--- src/rtl/blk_disp_pkg.sv ---
package blk_disp_pkg;

  localparam int DEF_TARGETS     = 3;
  localparam int DEF_MAX_BLOCKS  = 8;
  localparam int DEF_MAX_THREADS = 1024;
  localparam int DEF_SMEM_BYTES  = 16384;

  // width of an index into n slots, never below one bit
  function automatic int unsigned idx_width(input int unsigned n);
    return (n > 1) ? $clog2(n) : 1;
  endfunction

  // width of a counter that must reach cap inclusive
  function automatic int unsigned cnt_width(input int unsigned cap);
    return $clog2(cap + 1);
  endfunction

  // true when used + need stays within cap, computed without wrap
  function automatic logic has_room(input logic [31:0] used,
                                    input logic [31:0] need,
                                    input logic [31:0] cap);
    logic [32:0] total;
    total = {1'b0, used} + {1'b0, need};
    return total <= {1'b0, cap};
  endfunction

  // base + step on a ring of n slots, with base < n and step < n
  function automatic int unsigned ring_next(input int unsigned base,
                                            input int unsigned step,
                                            input int unsigned n);
    int unsigned s;
    s = base + step;
    return (s >= n) ? s - n : s;
  endfunction

endpackage

--- src/rtl/disp_sm_track.sv ---
module disp_sm_track
  import blk_disp_pkg::*;
#(
  parameter int MAX_BLK  = DEF_MAX_BLOCKS,
  parameter int MAX_THR  = DEF_MAX_THREADS,
  parameter int SMEM_CAP = DEF_SMEM_BYTES,
  parameter int BLK_W    = 4,
  parameter int THR_W    = 11,
  parameter int SMEM_W   = 15
) (
  input  logic              clk,
  input  logic              rst_n,
  input  logic [THR_W-1:0]  need_thr,
  input  logic [SMEM_W-1:0] need_smem,
  input  logic              take,
  input  logic              rel,
  input  logic [THR_W-1:0]  rel_thr,
  input  logic [SMEM_W-1:0] rel_smem,
  output logic              fit
);

  logic [BLK_W-1:0]  blk_q;
  logic [THR_W-1:0]  thr_q;
  logic [SMEM_W-1:0] smem_q;

  logic blk_ok, thr_ok, smem_ok;

  assign blk_ok  = has_room(32'(blk_q),  32'd1,           32'(MAX_BLK));
  assign thr_ok  = has_room(32'(thr_q),  32'(need_thr),   32'(MAX_THR));
  assign smem_ok = has_room(32'(smem_q), 32'(need_smem),  32'(SMEM_CAP));
  assign fit     = blk_ok & thr_ok & smem_ok;

  logic [BLK_W-1:0]  blk_add,  blk_sub;
  logic [THR_W-1:0]  thr_add,  thr_sub;
  logic [SMEM_W-1:0] smem_add, smem_sub;

  always_comb begin
    blk_add  = take ? BLK_W'(1) : '0;
    thr_add  = take ? need_thr  : '0;
    smem_add = take ? need_smem : '0;
    blk_sub  = rel  ? BLK_W'(1) : '0;
    thr_sub  = rel  ? rel_thr   : '0;
    smem_sub = rel  ? rel_smem  : '0;
  end

  always_ff @(posedge clk) begin
    if (!rst_n) begin
      blk_q  <= '0;
      thr_q  <= '0;
      smem_q <= '0;
    end else begin
      blk_q  <= blk_q  + blk_add  - blk_sub;
      thr_q  <= thr_q  + thr_add  - thr_sub;
      smem_q <= smem_q + smem_add - smem_sub;
    end
  end

  AST_NO_OVERFLOW: assert property (@(posedge clk) disable iff (!rst_n)
    (32'(blk_q) <= 32'(MAX_BLK)) && (32'(thr_q) <= 32'(MAX_THR)) && (32'(smem_q) <= 32'(SMEM_CAP)));
  AST_RELEASE_BACKED: assert property (@(posedge clk) disable iff (!rst_n)
    rel |-> (blk_q != '0) && (thr_q >= rel_thr) && (smem_q >= rel_smem));
  AST_TAKE_GROWS: assert property (@(posedge clk) disable iff (!rst_n)
    take && !rel |=> blk_q == $past(blk_q) + BLK_W'(1));
  AST_BOTH_APPLIED: assert property (@(posedge clk) disable iff (!rst_n)
    take && rel |=> (blk_q == $past(blk_q)) && (thr_q == $past(thr_q) + $past(need_thr) - $past(rel_thr)));

endmodule

--- src/rtl/disp_rr_pick.sv ---
module disp_rr_pick
  import blk_disp_pkg::*;
#(
  parameter int N     = DEF_TARGETS,
  parameter int IDX_W = 2
) (
  input  logic             clk,
  input  logic             rst_n,
  input  logic [IDX_W-1:0] start,
  input  logic [N-1:0]     cand,
  output logic             any,
  output logic [IDX_W-1:0] pick,
  output logic [N-1:0]     pick_oh
);

  always_comb begin
    any  = 1'b0;
    pick = '0;
    for (int k = 0; k < N; k++) begin
      int unsigned pos;
      pos = ring_next(32'(start), 32'(k), 32'(N));
      if (!any && cand[pos]) begin
        any  = 1'b1;
        pick = IDX_W'(pos);
      end
    end
    pick_oh = '0;
    if (any) pick_oh[pick] = 1'b1;
  end

  AST_GRANT_IS_FIT: assert property (@(posedge clk) disable iff (!rst_n)
    any |-> cand[pick]);
  AST_START_FIRST: assert property (@(posedge clk) disable iff (!rst_n)
    cand[start] |-> pick == start);
  AST_NO_CAND_NO_PICK: assert property (@(posedge clk) disable iff (!rst_n)
    (cand == '0) |-> !any);

endmodule

--- src/rtl/blk_dispatcher.sv ---
module blk_dispatcher
  import blk_disp_pkg::*;
#(
  parameter int N_SM     = DEF_TARGETS,
  parameter int MAX_BLK  = DEF_MAX_BLOCKS,
  parameter int MAX_THR  = DEF_MAX_THREADS,
  parameter int SMEM_CAP = DEF_SMEM_BYTES,
  localparam int IDX_W   = idx_width(N_SM),
  localparam int BLK_W   = cnt_width(MAX_BLK),
  localparam int THR_W   = cnt_width(MAX_THR),
  localparam int SMEM_W  = cnt_width(SMEM_CAP)
) (
  input  logic                     clk,
  input  logic                     rst_n,
  input  logic                     req_valid,
  output logic                     req_ready,
  input  logic [THR_W-1:0]         req_threads,
  input  logic [SMEM_W-1:0]        req_smem,
  input  logic [N_SM-1:0]          cmp_valid,
  input  logic [N_SM*THR_W-1:0]    cmp_threads,
  input  logic [N_SM*SMEM_W-1:0]   cmp_smem,
  output logic                     disp_valid,
  output logic [IDX_W-1:0]         disp_idx
);

  logic [IDX_W-1:0] rr_ptr;
  logic [N_SM-1:0]  fit_vec;
  logic             pick_any;
  logic [IDX_W-1:0] pick_idx;
  logic [N_SM-1:0]  pick_oh;
  logic             fire;

  assign req_ready = pick_any;
  assign fire      = req_valid & pick_any;

  for (genvar g = 0; g < N_SM; g++) begin : g_sm
    disp_sm_track #(
      .MAX_BLK (MAX_BLK),
      .MAX_THR (MAX_THR),
      .SMEM_CAP(SMEM_CAP),
      .BLK_W   (BLK_W),
      .THR_W   (THR_W),
      .SMEM_W  (SMEM_W)
    ) u_track (
      .clk      (clk),
      .rst_n    (rst_n),
      .need_thr (req_threads),
      .need_smem(req_smem),
      .take     (fire & pick_oh[g]),
      .rel      (cmp_valid[g]),
      .rel_thr  (cmp_threads[g*THR_W +: THR_W]),
      .rel_smem (cmp_smem[g*SMEM_W +: SMEM_W]),
      .fit      (fit_vec[g])
    );
  end

  disp_rr_pick #(
    .N    (N_SM),
    .IDX_W(IDX_W)
  ) u_pick (
    .clk    (clk),
    .rst_n  (rst_n),
    .start  (rr_ptr),
    .cand   (fit_vec),
    .any    (pick_any),
    .pick   (pick_idx),
    .pick_oh(pick_oh)
  );

  always_ff @(posedge clk) begin
    if (!rst_n) begin
      rr_ptr     <= '0;
      disp_valid <= 1'b0;
      disp_idx   <= '0;
    end else begin
      disp_valid <= fire;
      if (fire) begin
        rr_ptr   <= IDX_W'(ring_next(32'(pick_idx), 32'd1, 32'(N_SM)));
        disp_idx <= pick_idx;
      end
    end
  end

  AST_DISP_LATENCY: assert property (@(posedge clk) disable iff (!rst_n)
    fire |=> disp_valid && (disp_idx == $past(pick_idx)));
  AST_HELD_NO_DISP: assert property (@(posedge clk) disable iff (!rst_n)
    !fire |=> !disp_valid);
  AST_PTR_AFTER_GRANT: assert property (@(posedge clk) disable iff (!rst_n)
    disp_valid |-> rr_ptr == IDX_W'(ring_next(32'(disp_idx), 32'd1, 32'(N_SM))));

endmodule

--- config.mk ---
export PLATFORM = sky130hd
export DESIGN_NAME = blk_dispatcher
export DESIGN_NICKNAME = d
export VERILOG_FILES = /design/src/rtl/blk_disp_pkg.sv /design/src/rtl/disp_sm_track.sv /design/src/rtl/disp_rr_pick.sv /design/src/rtl/blk_dispatcher.sv
export SDC_FILE = /design/constraint.sdc
export NUM_CORES = 1
export LEC_CHECK = 0
export ABC_AREA = 1
export BUFFER_PORTS_ARGS = -buffer_cell sky130_fd_sc_hd__buf_2
export CAP_MARGIN = 20
export CORE_AREA = 2 2 217 219
export CTS_CLUSTER_SIZE = 16
export DETAILED_ROUTE_END_ITERATION = 8
export DIE_AREA = 0 0 219 221
export PLACE_DENSITY = 0.5
export SYNTH_ARGS = -nofsm -noshare
export SYNTH_HDL_FRONTEND = slang
export SYNTH_SLANG_ARGS = --single-unit
--- constraint.sdc ---
create_clock -name clk -period 6.4 [get_ports clk]
set_input_delay 0 -clock clk [delete_from_list [all_inputs] [get_ports clk]]
set_output_delay 0 -clock clk [all_outputs]
set_load 0.05 [all_outputs]
# Word-level counts from Yosys, hierarchy flattened
# Index checks and enable logic that the tools add are counted.
# totals
wordCells	116
output_inout_bits	4
ff_bits	95
inputBits	110
# classes
n_bitwise	10
mux	37
n_addsub	34
n_reduce_logical	5
order_cmp	18
# op_table
cell	count
$le 33x11->1 const B	3
$le 33x15->1 const B	3
$le 33x4->1 const B	3
$lt 32x3->1 const B	3
$mux 32	3
$mux 15	6
$mux 11	6
$ge 32x2->1 const B	2
$sub 32x2->32 const B	2
$add 15x15->16	3
$add 15x15->15	3
$sub 15x15->15	3
$add 11x11->12	3
$add 11x11->11	3
$sub 11x11->11	3
$add 4x1->5 const B	3
$mux 1	13
$add 4x4->4	3
$sub 4x4->4	3
$and 1x1->1	10
$mux 2	4
$add 2x1->3 const B	2
$bmux 1 s2	3
$add 2x2->3 const B	1
other kinds (10)	13

# Longest topological paths before layout
# logic_depth
depth_word	22
mapped_depth	49
mapped_depth_nobuf	48

# By module
# A second synthesis with hierarchy kept.
# hier_totals
hier_cells	2298
hier_area_um2	14356.3
# by_module_without_submodules
module	cells_each	area_per_inst_um2	n_inst	seq_area_each_um2
disp_sm_track at g_sm[0].u_track	739	4636.9	1	600.6
disp_sm_track at g_sm[2].u_track	739	4618.2	1	600.6
disp_sm_track at g_sm[1].u_track	739	4614.4	1	600.6
disp_rr_pick	44	247.7	1	0.0
blk_dispatcher	37	239.0	1	100.1

# Worst setup path after synthesis
# OpenSTA, ideal clock, no wires.
# synth_path
path_type	reg-to-reg
from	register g_sm[1].u_track.thr_q[0]
to	register g_sm[2].u_track.thr_q[10]
path_stages_with_launch	43
setup_time_ps	70
slack_ps	862
t_arrival_ps	5469
path_buffers	1
cell_sequence	dfxtp_1 ha_1 fa_1 or2_2 a21oi_1 o21ai_0 nor2_1 nand2_1 nor2_1 nand2_1 a21oi_1 nand3_1 nand2_1 nand2_1 nand2_1 inv_1 nor2_1 nand2_1 [... 7 more ...] nor2_2 fa_1 inv_1 fa_1 o31ai_1 nand2_1 inv_1 nor2_1 inv_1 a21oi_1 o21ai_0 inv_1 nor2_1 o21ai_0 nand2_1 xor2_1 o21ai_1 a21oi_1
# synth_between
elab_chain_cells	22
# synth_lines
element	line	rtl
start: declaration	disp_sm_track.sv:23	logic [THR_W-1:0] thr_q;
start signal: assignment	disp_sm_track.sv:53	thr_q <= thr_q + thr_add - thr_sub;
$add 11x11->12 (*)	blk_disp_pkg.sv:23	total = {1'b0, used} + {1'b0, need};
$le 33x11->1 (*)	blk_disp_pkg.sv:24	return total <= {1'b0, cap};
$and 1x1->1 (*) (2 in a row)	disp_sm_track.sv:31	assign fit = blk_ok & thr_ok & smem_ok;
$bmux 1 s2	disp_rr_pick.sv:22	if (!any && cand[pos]) begin
$mux 1 (implied by the code)	disp_rr_pick.sv:22	
$mux 1	disp_rr_pick.sv:22	
$logic_not 1->1	disp_rr_pick.sv:22	
$logic_and 1x1->1	disp_rr_pick.sv:22	
[... 4 more ...]	-	
named net pick_idx[0]	blk_dispatcher.sv:29	logic [IDX_W-1:0] pick_idx;
[... 1 more ...]	-	
$logic_and 1x1->1 (implied by the code)	disp_rr_pick.sv:28	if (any) pick_oh[pick] = 1'b1;
$mux 1 (implied by the code)	disp_rr_pick.sv:28	
$demux 1 s2 (*)	-	
$mux 3 (*)	disp_rr_pick.sv:28	
$and 1x1->1 (*)	blk_dispatcher.sv:49	.take (fire & pick_oh[g]),
$mux 11 (*)	disp_sm_track.sv:39	thr_add = take ? need_thr : '0;
$add 11x11->11 (*)	disp_sm_track.sv:53	
$sub 11x11->11 (*)	disp_sm_track.sv:53	
end signal: assignment	disp_sm_track.sv:53	
end: declaration	disp_sm_track.sv:23	
# Mark *: on every way through the listed nets, which the timed path passes. The rest lies on a longest branch. The select of a mux whose other input is x is not followed.
# A chain may end at the register's enable or synchronous reset.

# Worst setup path in the final report
# layout_path
from	register g_sm[0].u_track.smem_q[0]
to	register g_sm[1].u_track.smem_q[13]
# layout_between
elab_chain_cells	21
# layout_lines
element	line	rtl
start: declaration	disp_sm_track.sv:24	logic [SMEM_W-1:0] smem_q;
start signal: assignment	disp_sm_track.sv:54	smem_q <= smem_q + smem_add - smem_sub;
$add 15x15->16 (*)	blk_disp_pkg.sv:23	
$le 33x15->1 (*)	blk_disp_pkg.sv:24	
$and 1x1->1 (*)	disp_sm_track.sv:31	
$bmux 1 s2	disp_rr_pick.sv:22	
$mux 1 (implied by the code)	disp_rr_pick.sv:22	
$mux 1	disp_rr_pick.sv:22	
$logic_not 1->1	disp_rr_pick.sv:22	
$logic_and 1x1->1	disp_rr_pick.sv:22	
[... 4 more ...]	-	
named net pick_idx[1]	blk_dispatcher.sv:29	
[... 1 more ...]	-	
$logic_and 1x1->1 (implied by the code)	disp_rr_pick.sv:28	
$mux 1 (implied by the code)	disp_rr_pick.sv:28	
$demux 1 s2 (*)	-	
$mux 3 (*)	disp_rr_pick.sv:28	
$and 1x1->1 (*)	blk_dispatcher.sv:49	
$mux 15 (*)	disp_sm_track.sv:40	smem_add = take ? need_smem : '0;
$add 15x15->15 (*)	disp_sm_track.sv:54	
$sub 15x15->15 (*)	disp_sm_track.sv:54	
end signal: assignment	disp_sm_track.sv:54	
end: declaration	disp_sm_track.sv:24	
# Marks and branches as above.

==> flow_summary.json <==
{
  "fin_nets": 2671,
  "cap_violations": 0,
  "period_needed_ns": 5.925,
  "clk_path_buf_depth": 2,
  "dp_cells": 2885,
  "num_io_pins": 114,
  "antenna_found_initial": 0,
  "yosys.area.top_type": "nand2_1",
  "cts-root-buf": "clkbuf_16",
  "synth_top_family_by_area": "simple AND/OR/NAND/NOR gates",
  "grt_use_total_pct": 18.08,
  "setup_slack_ns": 0.4746,
  "vdd_drop_max_mv": 0.1589,
  "cts_tree": "yes",
  "gr-total-overflow": 0,
  "instances_no_fill": 2912,
  "maxSlewHeadroom_pct": 44.79,
  "finClkSkew_ns": 0.01530,
  "yosysWarnings": 0,
  "synth_cells": 2172,
  "min_path_type": "in2reg",
  "synth_top_area_share_pct": 16.83,
  "drtAntennaViolNets": 0,
  "clk_latency_ns": 0.38,
  "wl_um": 42270,
  "grt_pass1_wl_um": 68990,
  "synth_nets": 2543,
  "maxSlewViolCount": 0,
  "arrival_ns": 6.24,
  "power_density_mw_per_mm2": 525.7,
  "drt-initial-drc-count": 606,
  "drive_gt1_share_pct": 10.02,
  "die_x_um": 219,
  "cpMaxStageDelayCell": "fa_1",
  "syn_avg_cell_area_um2": 6.276,
  "fmax_mhz": 168.8,
  "place_ws_ns": 0.2428,
  "worstMarginPinSlew_ns": 0.8281,
  "synthSimpleGateAreaFrac_pct": 30.94,
  "whs_path_depth": 3,
  "coreArea_mm2": 0.04606,
  "status": "complete, no violations",
  "syn_to_final_growth_pct": 14.04,
  "clock_sinks": 95,
  "synthFlopType": "dfxtp_1",
  "synth_adder_area_share_pct": 28.42,
  "worst-r2r-cell-count": 43,
  "drc": 0,
  "place_congestion": 0.8735,
  "start_kind": "flip-flop",
  "antennaDiodeCount": 0,
  "report.final.hold_viol_count": 0,
  "ys_seq_elements": 95,
  "yosysMostFrequentCell": "nand2_1",
  "min_period_over_period_pct": 92.58,
  "die-area_mm2": 0.04840,
  "worst_path_largest_cell_delay_ns": 0.43,
  "synth_common_cells": "611 x nand2_1, 462 x inv_1, 202 x nor2_1",
  "grt_max_degree": 69,
  "numCtsBuffers": 9,
  "setup_viol": 0,
  "synth_compound_area_share_pct": 10.71,
  "yosysSeqAreaShare_pct": 13.95,
  "rows": 79,
  "cpMostUsedCell": "nand2_1",
  "end_kind": "flip-flop",
  "ys_types": 44,
  "synth_edf_count": 0,
  "design_area_mm2": 0.01554,
  "synth_xor_xnor_area_share_pct": 1.992,
  "initial_core_util_pct": 29.59,
  "htreeDepth": 3,
  "final_util_pct": 33.75,
  "crit_type": "reg2reg",
  "die_h_um": 221,
  "synth_area_mm2": 0.01363,
  "wl_per_cell_um": 14.52,
  "p_leak_nw": 8.944,
  "netlist_top_cells_area": "nand2_1 17%, ha_1 17%, dfxtp_1 14%, inv_1 13%, fa_1 12%",
  "placed_area_mm2": 0.01496,
  "portBuffers": 113,
  "muxShareOfSynthArea_pct": 0,
  "clk_pin_slew_ns": 0.08,
  "dr.pass1.iters": 5,
  "first_global_vias": 13260,
  "critical_path_required_ns": 6.71,
  "critical_path.max_fanout": 13,
  "ys_async_sr_fraction_pct": 0,
  "post-dp-hpwl_um": 35370,
  "vias": 13240,
  "viasPerCell": 4.547
}
## report_power, final
part	leakage (nW)	switching [W]	internal (W)
Sequential	0.793	0.000236	0.000876
Combinational	7.98	0.00394	0.00244
Clock	0.168	0.000287	0.000392
Total	8.94	0.00447	0.00371
## cells in the final DEF, fill, tap and decap left out, types with 4 or more instances in the layout
master / instances
buf_4: 24
o21bai_1: 10
a21o_1: 5
a21oi_2: 12
nand2_2: 9
clkbuf_16: 9
o21ai_1: 14
inv_1: 459
and2_1: 5
nor3_1: 30
o21ai_0: 82
nor2_2: 13
ha_1: 175
or2_2: 4
xnor2_1: 17
nand2_1: 607
ha_2: 4
fa_2: 5
nand3b_1: 9
inv_2: 8
nand3_1: 110
xor2_1: 13
nand3_2: 4
dfxtp_1: 94
buf_2: 113
o21a_1: 4
nand4_1: 22
a21oi_1: 128
nor2_1: 198
fa_1: 76
## sequential cells by signal, indices dropped and copies added (netlist names)
signal,count
disp_valid,1
g_sm.u_track.smem_q,45
disp_idx,2
g_sm.u_track.blk_q,12
rr_ptr,2
g_sm.u_track.thr_q,33
## through the flow
step	hold WS, ns	setup TNS (ns)	total power [W]
after detailed placement	0.3453	0	0.007275
final	0.05367	0	0.008172
after global routing	0.06574	-0.2353	0.009309
after floorplan	0.1654	0	0.005865
after CTS	0.03824	0	0.008003
after global placement	0.3431	0	0.007187
## final cells by class
class                   count  area (um2)
multi-input cells        1581        9938
repair buffers            141       800.8
flip-flops and latches     95        1903
inverters                 472        1797
clock inverters             6       107.6
well taps                 607       759.5
clock buffers              10       239.0
fillers                  5151       30520
## per-layer routing
| metal | up-vias | global-route usage (%) | share of wire (%) |
|---|---|---|---|
| li1 | 6994 | - | - |
| met1 | 6000 | 24.98 | 48 |
| met2 | 212 | 29.33 | 45 |
| met3 | 36 | 2.172 | 4.6 |
| met4 | 0 | 5.449 | 2.2 |
| met5 | - | 0 | 0 |
## final timing paths
check	from	to	slack (ns)
max	g_sm[0].u_track.smem_q[0]	g_sm[1].u_track.smem_q[13]	0.47
min	req_valid	disp_valid	0.05
max reg2reg	g_sm[0].u_track.smem_q[0]	g_sm[1].u_track.smem_q[13]	0.47
min reg2reg	rr_ptr[1]	rr_ptr[1]	0.50
## cells by family after synthesis
kind of cell | after synthesis
DFF | 95
buffers and inverters | 496
xor gates and xnor gates | 31
adders and majority gates | 261
and+or+nand+nor | 1018
AOI/OAI and AO/OA | 271
## repair_timing
action / 4_1_cts / 5_1_grt
hold buffers: 2 / 0
buffers inserted: 0 / 9
gates resized for setup: 0 / 56
setup endpoints to repair: 0 / 17
endpoints found under the hold margin: 9 / 0
## worst max-delay path: cells and delay by family, from the launching register on
kind | cells | cell delay (ns)
adder cells (fa/ha/maj) | 5 | 1.59
buffers and inverters | 2 | 0.25
AND/OR/NAND/NOR | 28 | 2.52
flip-flops | 1 | 0.32
AO/OA/AOI/OAI | 8 | 1.16
Power figures use the tool's default switching activity.
